--- config.mk ---
export PLATFORM = sky130hd
export DESIGN_NAME = uirq_combiner
export DESIGN_NICKNAME = d
export VERILOG_FILES = /design/src/rtl/uirq_pkg.sv /design/src/rtl/uirq_status_reg.sv /design/src/rtl/uirq_mask_reg.sv /design/src/rtl/uirq_line_map.sv /design/src/rtl/uirq_combiner.sv
export SDC_FILE = /design/constraint.sdc
export NUM_CORES = 1
export LEC_CHECK = 0
export ABC_AREA = 0
export BUFFER_PORTS_ARGS = -buffer_cell sky130_fd_sc_hd__buf_2
export CORE_ASPECT_RATIO = 1.4
export CORE_MARGIN = 5
export CORE_UTILIZATION = 42
export DETAILED_ROUTE_END_ITERATION = 12
export PLACE_DENSITY = 0.77
export SYNTH_ARGS = -nofsm -noshare
export SYNTH_HDL_FRONTEND = slang
export SYNTH_SLANG_ARGS = --single-unit
--- constraint.sdc ---
create_clock -name clk -period 1.68 [get_ports clk]
set_input_delay 0.084 -clock clk [delete_from_list [all_inputs] [get_ports clk]]
set_output_delay 0.084 -clock clk [all_outputs]
set_load 0.05 [all_outputs]
--- src/rtl/uirq_pkg.sv ---
package uirq_pkg;

    localparam int SRC_W  = 11;
    localparam int LINE_N = 6;

    // Status bit positions
    localparam int B_RI   = 0;
    localparam int B_CTS  = 1;
    localparam int B_DCD  = 2;
    localparam int B_DSR  = 3;
    localparam int B_RX   = 4;
    localparam int B_TX   = 5;
    localparam int B_RTMO = 6;
    localparam int B_FRM  = 7;
    localparam int B_PAR  = 8;
    localparam int B_BRK  = 9;
    localparam int B_OVR  = 10;

    typedef logic [SRC_W-1:0] src_vec_t;

    typedef enum logic [2:0] {
        LN_ANY   = 3'd0,
        LN_RX    = 3'd1,
        LN_TX    = 3'd2,
        LN_RTMO  = 3'd3,
        LN_MODEM = 3'd4,
        LN_ERR   = 3'd5
    } line_e;

    typedef struct packed {
        logic err;
        logic modem;
        logic rtmo;
        logic tx;
        logic rx;
        logic any;
    } irq_lines_t;

    function automatic src_vec_t bit_of(int pos);
        src_vec_t v;
        v = '0;
        v[pos] = 1'b1;
        return v;
    endfunction

    // Sources that feed each output line
    function automatic src_vec_t line_sources(line_e ln);
        case (ln)
            LN_ANY:   return '1;
            LN_RX:    return bit_of(B_RX);
            LN_TX:    return bit_of(B_TX);
            LN_RTMO:  return bit_of(B_RTMO);
            LN_MODEM: return bit_of(B_RI) | bit_of(B_CTS) | bit_of(B_DCD) | bit_of(B_DSR);
            LN_ERR:   return bit_of(B_FRM) | bit_of(B_PAR) | bit_of(B_BRK) | bit_of(B_OVR);
            default:  return '0;
        endcase
    endfunction

endpackage

--- src/rtl/uirq_status_reg.sv ---
module uirq_status_reg
    import uirq_pkg::*;
#(
    parameter int W = SRC_W
) (
    input  logic         clk,
    input  logic         rst,
    input  logic [W-1:0] set_i,
    input  logic         clr_we,
    input  logic [W-1:0] clr_data,
    output logic [W-1:0] raw_d_o,
    output logic [W-1:0] raw_q_o
);
    logic [W-1:0] clr_eff;
    logic [W-1:0] raw_q;

    always_comb begin
        clr_eff = clr_we ? clr_data : '0;
        // the set term is ORed in last, so a set wins over a clear
        raw_d_o = (raw_q & ~clr_eff) | set_i;
        if (rst) raw_d_o = '0;
    end

    always_ff @(posedge clk) begin
        raw_q <= raw_d_o;
    end

    assign raw_q_o = raw_q;
endmodule

--- src/rtl/uirq_mask_reg.sv ---
module uirq_mask_reg
    import uirq_pkg::*;
#(
    parameter int W = SRC_W
) (
    input  logic         clk,
    input  logic         rst,
    input  logic         we,
    input  logic [W-1:0] wdata,
    output logic [W-1:0] mask_d_o,
    output logic [W-1:0] mask_q_o
);
    logic [W-1:0] mask_q;

    always_comb begin
        mask_d_o = we ? wdata : mask_q;
        if (rst) mask_d_o = '0;
    end

    always_ff @(posedge clk) begin
        mask_q <= mask_d_o;
    end

    assign mask_q_o = mask_q;
endmodule

--- src/rtl/uirq_line_map.sv ---
module uirq_line_map
    import uirq_pkg::*;
#(
    parameter int W = SRC_W,
    parameter int N = LINE_N
) (
    input  logic         clk,
    input  logic         rst,
    input  logic [W-1:0] masked_d,
    output logic [N-1:0] lines_q
);
    for (genvar ln = 0; ln < N; ln++) begin : g_line
        localparam src_vec_t SEL = line_sources(line_e'(ln));
        always_ff @(posedge clk) begin
            if (rst) lines_q[ln] <= 1'b0;
            else     lines_q[ln] <= |(masked_d & SEL);
        end
    end
endmodule

--- src/rtl/uirq_combiner.sv ---
module uirq_combiner
    import uirq_pkg::*;
(
    input  logic             clk,
    input  logic             rst,
    input  logic [SRC_W-1:0] set_pulse,
    input  logic             mask_we,
    input  logic [SRC_W-1:0] mask_wdata,
    input  logic             clr_we,
    input  logic [SRC_W-1:0] clr_wdata,
    output logic [SRC_W-1:0] raw_status,
    output logic [SRC_W-1:0] masked_status,
    output logic             irq_any,
    output logic             irq_rx,
    output logic             irq_tx,
    output logic             irq_rtmo,
    output logic             irq_modem,
    output logic             irq_err
);
    src_vec_t   raw_d, raw_q, mask_d, mask_q, masked_d;
    irq_lines_t lines;

    uirq_status_reg #(.W(SRC_W)) u_status (
        .clk(clk), .rst(rst), .set_i(set_pulse),
        .clr_we(clr_we), .clr_data(clr_wdata),
        .raw_d_o(raw_d), .raw_q_o(raw_q)
    );

    uirq_mask_reg #(.W(SRC_W)) u_mask (
        .clk(clk), .rst(rst), .we(mask_we), .wdata(mask_wdata),
        .mask_d_o(mask_d), .mask_q_o(mask_q)
    );

    // Lines are computed from next-state values so they line up with masked_status
    assign masked_d = raw_d & mask_d;

    uirq_line_map #(.W(SRC_W), .N(LINE_N)) u_lines (
        .clk(clk), .rst(rst), .masked_d(masked_d), .lines_q(lines)
    );

    assign raw_status    = raw_q;
    assign masked_status = raw_q & mask_q;
    assign irq_any       = lines.any;
    assign irq_rx        = lines.rx;
    assign irq_tx        = lines.tx;
    assign irq_rtmo      = lines.rtmo;
    assign irq_modem     = lines.modem;
    assign irq_err       = lines.err;
endmodule

### Word level (Yosys, flattened, before mapping)

Index checks and enable logic that the tools add are counted.
Widths: inputs -> output; s select.

| storage, ports and cells | value |
|---|---|
| word-level logic and storage cells | 20 |
| memory bits (writable) | 0 |
| latch bits | 0 |
| memories kept | 0 |
| bits of input ports | 37 |
| output and inout port bits | 28 |
| register bits after elaboration | 28 |
| memory bits (read-only) | 0 |

| cells by class | value |
|---|---|
| muxes and demuxes | 4 |
| $mul | 0 |
| $lt $le $gt $ge | 0 |
| eq/ne operators | 0 |
| add/subtract/negate cells | 0 |
| div/mod/pow operators | 0 |
| reductions and logical operators | 3 |
| shift operators | 0 |
| bitwise gates (word level) | 5 |

Operator list:

| kind | number |
|---|---|
| $mux 11 | 4 |
| $and 11x11->11 | 3 |
| $not 11->11 | 1 |
| $or 11x11->11 | 1 |
| $reduce_or 11->1 | 1 |
| $reduce_or 4->1 | 2 |

### Logic depth before layout (Yosys ltp)

Gate-level depths: netlist (run 1).

| logic depth | value |
|---|---|
| word-level depth | 7 |
| depth in mapped cells | 5 |
| depth with buffers taken out | 4 |

### Cells and area by module

From an unflattened synthesis (run 1), not the netlist that was laid out.

| second synthesis, totals | value |
|---|---|
| cells, all modules | 118 |
| area, all modules | 1134.8 sq um |

Modules (own cells, without submodules):

| module | cells each | area an instance (sq um) | times used | seq. area each (sq um) |
|---|---|---|---|---|
| uirq_status_reg | 46 | 427.9 | 1 | 220.2 |
| uirq_mask_reg | 35 | 386.6 | 1 | 220.2 |
| uirq_line_map | 15 | 182.7 | 1 | 120.1 |
| uirq_combiner | 22 | 137.6 | 1 | 0.0 |

### Least setup slack after synthesis (run 1)

Ideal clock, no wire load.

| path | value |
|---|---|
| kind | reg-to-reg |
| start point | register u_status.raw_q[3] (netlist: u_status.raw_q_o[3]) |
| end point | register u_lines.lines_q[0] |
| period minus slack after synthesis | 1645 ps |
| path buffers | 0 |
| data required time | 1553 ps |
| library setup time | 127 ps |
| cell stages (with the launch flop) | 5 |
| data arrival time | 1518 ps |
| path slack | 35 ps |
| cells stage by stage | dfxtp_1 > a21bo_2 > a211oi_1 > a2111o_1 > or3_1 |

| on the way | value |
|---|---|
| cells in the longest elaborated chain, start to end | 5 |

Ends and longest elaborated chain:

| element | RTL line | source |
|---|---|---|
| start, declared | uirq_status_reg.sv:15 | `logic [W-1:0] raw_q;` |
| start signal, assigned | uirq_status_reg.sv:25 | `raw_q <= raw_d_o;` |
| $and 11x11->11 | uirq_status_reg.sv:20 | `raw_d_o = (raw_q & ~clr_eff) \| set_i;` |
| $or 11x11->11 | uirq_status_reg.sv:20 |  |
| $mux 11 | uirq_status_reg.sv:21 | `if (rst) raw_d_o = '0;` |
| $and 11x11->11 | uirq_combiner.sv:35 | `assign masked_d = raw_d & mask_d;` |
| $reduce_or 11->1 | uirq_line_map.sv:16 | `else lines_q[ln] <= \|(masked_d & SEL);` |
| end signal, assigned by index | uirq_line_map.sv:16 |  |
| end, declared | uirq_line_map.sv:10 | `output logic [N-1:0] lines_q` |

Every way passes these cells.
A chain may end at the register's enable or synchronous reset.

### Worst setup path after layout (run 1)

Ends and elaborated chain as after synthesis.

==> flow_summary.yaml, run 1 <==
critical_path:
  path_max_fanout: 3
  regToRegStartpoint: "u_status.raw_q_o[3]"
  path_class: "reg -> reg"
  cp-start-kind: "flop"
  critPathLaunch: "u_status.raw_q_o[3]"
  cp.required_ps: 1910
  cp-end-kind: "flop"
  cp.arrival_ps: 1670
  worst-r2r-setup-slack_ps: 240
sta:
  setup_tns_ps: 0
  tightest_slew_ps: 341
  report.final.slew_viol_count: 0
  period_share: 0.860
  layout_min_cycle_time_ps: 1440
  max_freq_mhz: 692
  rsz0062_at_grt: "no"
  hold_viol: 0
  slew_headroom: 0.773
  finalSetupViolCount: 0
  fin_skew_ps: 3.22
synthesis:
  synth_warnings: 0
  synthesis.area_sq_um: 1120
  async_reset_ff_frac: 0
  netlist_top_cells_count: "dfxtp_1, and2_1, mux2i_1, nor2_1"
  synth_ff_type: "dfxtp_1"
  syn_area_per_cell_sq_um: 9.99
  seq_area_frac_synth: 0.501
  ys_seq_elements: 28
  yosys.cell_count.top_type: "dfxtp_1"
  syn-num-nets: 149
  synth_top_area_cell: "dfxtp_1"
  synth_area_leaders: "dfxtp_1, mux2i_1, a21bo_2, and2_1, a211oi_1"
  syn_inst: 112
  yosysTopAreaCellShare: 0.501
  synth_edf_count: 0
  ys_types: 17
cells_and_area:
  diodes: 0
  final_cells: 221
  layout.nets: 223
  area_growth_pct: 42.8
  drive_gt1_frac: 0.432
  fill_cells: 247
global_route:
  antenna_found_initial: 0
  grt_usage: 0.156
  grt_max_degree: 17
  grt.overflow.total: 0
  grt_first_pass_wirelength_um: 4400
  grt_pass1_vias: 1040
floorplan:
  io_pins: 65
  dieWidth_um: 53.6
  die_h_um: 71.1
  core_area_sq_um: 2590
  fp-row-count: 22
  die_area_sq_um: 3810
  initial_core_util: 0.432
clock_tree:
  post_cts_resize_count: 0
  clock_path_buffers: 2
  numClockSinks: 28
  root_buffer: "clkbuf_4"
  cts_tree: "done"
  path_clk_slew_ps: 150
  ctsHtreeMaxLevel: 1
  insertion_delay_ps: 320
  cts_made_buffers: 3
routing:
  viasPerCell: 4.65
  antenna_left: 0
  wl_per_cell_um: 12.3
  wl_um: 2720
  drtIter0Drc: 12
  dr_total_vias: 1028
  route.detailed.drc: 0
  firstDrtPassIters: 3
run:
  maxCapViolations: 0
power:
  intPower_uw: 1080
  power_leakage_uw: 0.000851
  clockPowerShare: 0.283
  swShare: 0.293
  p_sw_uw: 449
  seqPwrFrac: 0.478
  ir_drop_v: 0.000589
  combPwrFrac: 0.238
  power.density_nw_per_um2: 958
min_path:
  min_from: "set_pulse[8]"
  hold_class: "in -> reg"
place:
  portBuffers: 64
  dp_hpwl_um: 2130
  routabilityCongestion: 0.689
  dp_cells: 210
status:
  status: "completed"
cell usage in the layout (no fill, tap or decap):
cell type / n
mux2i_1: 11
nor2b_1: 2
nor2_1: 11
clkbuf_4: 3
a21bo_2: 9
or3_1: 2
a21oi_1: 9
dfxtp_1: 28
bufinv_16: 1
and2_1: 11
nand2_1: 2
buf_2: 64
a211oi_1: 9
a2111o_1: 2
inv_1: 9
buf_4: 3
a21o_1: 2
dlygate4sd3_1: 7
layer usage:
| metal | global-route usage | routed length (um) | vias to the layer above |
|---|---|---|---|
| li1 | - | - | 528 |
| met1 | 0.166 | 1000 | 454 |
| met2 | 0.265 | 1450 | 37 |
| met3 | 0.0232 | 181 | 9 |
| met4 | 0.114 | 94 | 0 |
| met5 | 0 | 0 | - |
final timing paths:
| check | end | depth (start not counted) |
|---|---|---|
| max | u_lines.lines_q[0] | 4 |
| max reg2reg | u_lines.lines_q[0] | 4 |
| min reg2reg | u_mask.mask_q_o[4] | 2 |
| min | u_status.raw_q_o[8] | 3 |
power groups by stage:
| stage | Clock [uW] | Combinational (uW) | Sequential [uW] |
|---|---|---|---|
| floorplan | 0 | 135 | 862 |
| global placement | 0 | 350 | 747 |
| detailed placement | 0 | 355 | 748 |
| CTS | 441 | 368 | 733 |
| global route | 478 | 389 | 740 |
| finish | 434 | 365 | 732 |
flip-flops by register name (all words and copies together) (netlist names):
signal,flops
u_mask.mask_q_o,11
u_status.raw_q_o,11
u_lines.lines_q,6
cell type report:
class | count | area [sq um] | share of cell area
Multi-Input combinational cell | 70 | 493 | 0.309
Inverter | 9 | 33.8 | 0.0211
Timing Repair Buffer | 74 | 413 | 0.258
Clock inverter | 1 | 30.0 | 0.0188
Clock buffer | 3 | 22.5 | 0.0141
Tap cell | 36 | 45.0 | 0.0282
Sequential cell | 28 | 561 | 0.351
through the flow:
step	hold WS (ps)	util	area, sq um	worst slack (ps)	power (uW)
CTS	0.522	0.618	1600	225	1540
floorplan	164	-	1120	34.8	998
global placement	339	0.570	1480	75.6	1100
finish	3.91	0.618	1600	235	1530
detailed placement	342	0.570	1480	40.8	1100
global route	1.72	0.618	1600	118	1610
worst max-delay path, stage by stage (launching register included):
cell      delay, ps
dfxtp_1         340
a21bo_2         190
a211oi_1         60
a2111o_1        400
or3_1           360
cell families after synthesis:
kind of cell,share of synthesized area
AO/OA/AOI/OAI,0.215
flip-flops,0.501
AND/OR/NAND/NOR,0.128
buffers and inverters,0.0582
multiplexers,0.0984
timing repair:
item                       4_1_cts  5_1_grt
hold buffers                     7        0
hold endpoints to repair         7        0
buffers inserted                 0        0
setup endpoints to repair        0        0
(Power assumes the default switching activity.)
==> inputs of run 2 (changes only) <==
CORE_UTILIZATION = 40   (was 42)
PLACE_DENSITY = unset   (was 0.77)
PLACE_DENSITY_LB_ADDON = 0.15   (was unset)
==> run 2 against run 1 <==
First-iteration DRC count down 25%. Via count down 4.2%. Hold slack better by 11 ps. Total power down 8.9%. Cell count down 4.1%. Flip-flop and latch count unchanged. Global-route usage down 1.5 points. Clock power down 29%.
==> flow_summary.yaml, run 2 (same netlist as run 1, synthesis figures left out) <==
status:
  status: "completed"
routing:
  met3WireLength_um: 146
  wl_met1_um: 936
  wl_met2_um: 1510
  viasPerCell: 4.65
  dr_total_vias: 985
  wl_um: 2610
  drtIter0Drc: 9
  wl_per_cell_um: 12.3
  firstDrtPassIters: 2
  top_layer: "met4"
  route.detailed.drc: 0
  antenna_left: 0
global_route:
  antenna_found_initial: 0
  grt.overflow.total: 0
  grt_usage: 0.141
  grt_max_degree: 21
  grt_first_pass_wirelength_um: 4240
  grt_pass1_vias: 1016
floorplan:
  fp-row-count: 22
  core_area_sq_um: 2670
  io_pins: 65
  initial_core_util: 0.419
  die_h_um: 72.6
  dieWidth_um: 54.7
  die_area_sq_um: 3970
sta:
  period_share: 0.864
  fin_skew_ps: 1.06
  finalSetupViolCount: 0
  report.final.slew_viol_count: 0
  layout_min_cycle_time_ps: 1450
  max_freq_mhz: 689
  rsz0062_at_grt: "no"
  hold_viol: 0
  setup_tns_ps: 0
  tightest_slew_ps: 348
  slew_headroom: 0.768
critical_path:
  path_class: "reg -> reg"
  r2r_cells: 4
  regToRegStartpoint: "u_status.raw_q_o[3]"
  path_max_fanout: 3
  critPathLaunch: "u_status.raw_q_o[3]"
  cp.arrival_ps: 1660
  rr_endpoint: "u_lines.lines_q[0]"
  worstSetupEndpoint: "u_lines.lines_q[0]"
  cp-end-kind: "flop"
  cp-start-kind: "flop"
  worst-r2r-setup-slack_ps: 230
  cp.required_ps: 1890
clock_tree:
  clock_path_buffers: 2
  post_cts_resize_count: 0
  ctsHtreeMaxLevel: 1
  cts_setup_buffers: 0
  path_clk_slew_ps: 140
  numClockSinks: 28
  cts_made_buffers: 3
  cts_tree: "done"
  insertion_delay_ps: 310
  holdBufCountCts: 0
  root_buffer: "clkbuf_4"
place:
  portBuffers: 64
  placed_area_sq_um: 1470
  dp_cells: 208
  dp_hpwl_um: 2220
  routabilityCongestion: 0.635
cells_and_area:
  layout.nets: 214
  final_cells: 212
  layout_commonest_cell: "buf_2"
  drive_gt1_frac: 0.443
  area_growth_pct: 34.9
  layout_common_cells: "buf_2, dfxtp_1, mux2i_1, nor2_1, and2_1"
  final_cell_area_sq_um: 1510
  diodes: 0
min_path:
  hold_class: "in -> reg"
run:
  maxCapViolations: 0
power:
  power_leakage_uw: 0.000809
  power.density_nw_per_um2: 924
  ir_drop_v: 0.000621
  power_uw: 1390
[run 2: power by group]
group          internal [uW]  switching, uW  total [uW]
Clock                    132            177         309
Sequential               713           20.4         733
Combinational            118            235         352
[run 2: how the worst min path moves through the flow]
| stage | cells after the start | startpoint | slack (ps) | end |
|---|---|---|---|---|
| finish | 3 | set_pulse[0] | 10 | u_status.raw_q_o[0] |
| global route | 3 | set_pulse[6] | 9 | u_status.raw_q_o[6] |
| CTS | 3 | set_pulse[6] | 4 | u_status.raw_q_o[6] |
| detailed placement | 3 | set_pulse[6] | 350 | u_status.raw_q_o[6] |
| global placement | 3 | set_pulse[1] | 340 | u_status.raw_q_o[1] |
| floorplan | 1 | rst | 160 | u_lines.lines_q[3] |
[run 2: cell type report]
cell class | count | area [sq um]
timing repair buffer | 65 | 340
tap | 36 | 45.0
inverter | 9 | 33.8
sequential | 28 | 561
clock buffer | 4 | 36.3
fill | 274 | 1160
multi-input combinational | 70 | 493
[run 2: critical path, cell delays in order, from the launching register on]
cell	delay, ps
dfxtp_1	340
a21bo_2	190
a211oi_1	70
a2111o_1	400
or3_1	360
[run 2: per-layer routing]
metal | vias to the layer above | track usage
li1 | 510 | -
met1 | 448 | 0.150
met2 | 25 | 0.275
met3 | 2 | 0.0184
met4 | 0 | 0.0332
met5 | - | 0
[run 2: metrics by stage]
step | hold WS (ps) | worst slack [ps] | utilization
2_1_floorplan | 164 | 34.8 | -
3_3_place_gp | 337 | 67.2 | 0.552
3_5_place_dp | 346 | 50.4 | 0.552
4_1_cts | 3.88 | 222 | 0.565
5_1_grt | 9.41 | 148 | 0.565
6_report | 14.6 | 229 | 0.565
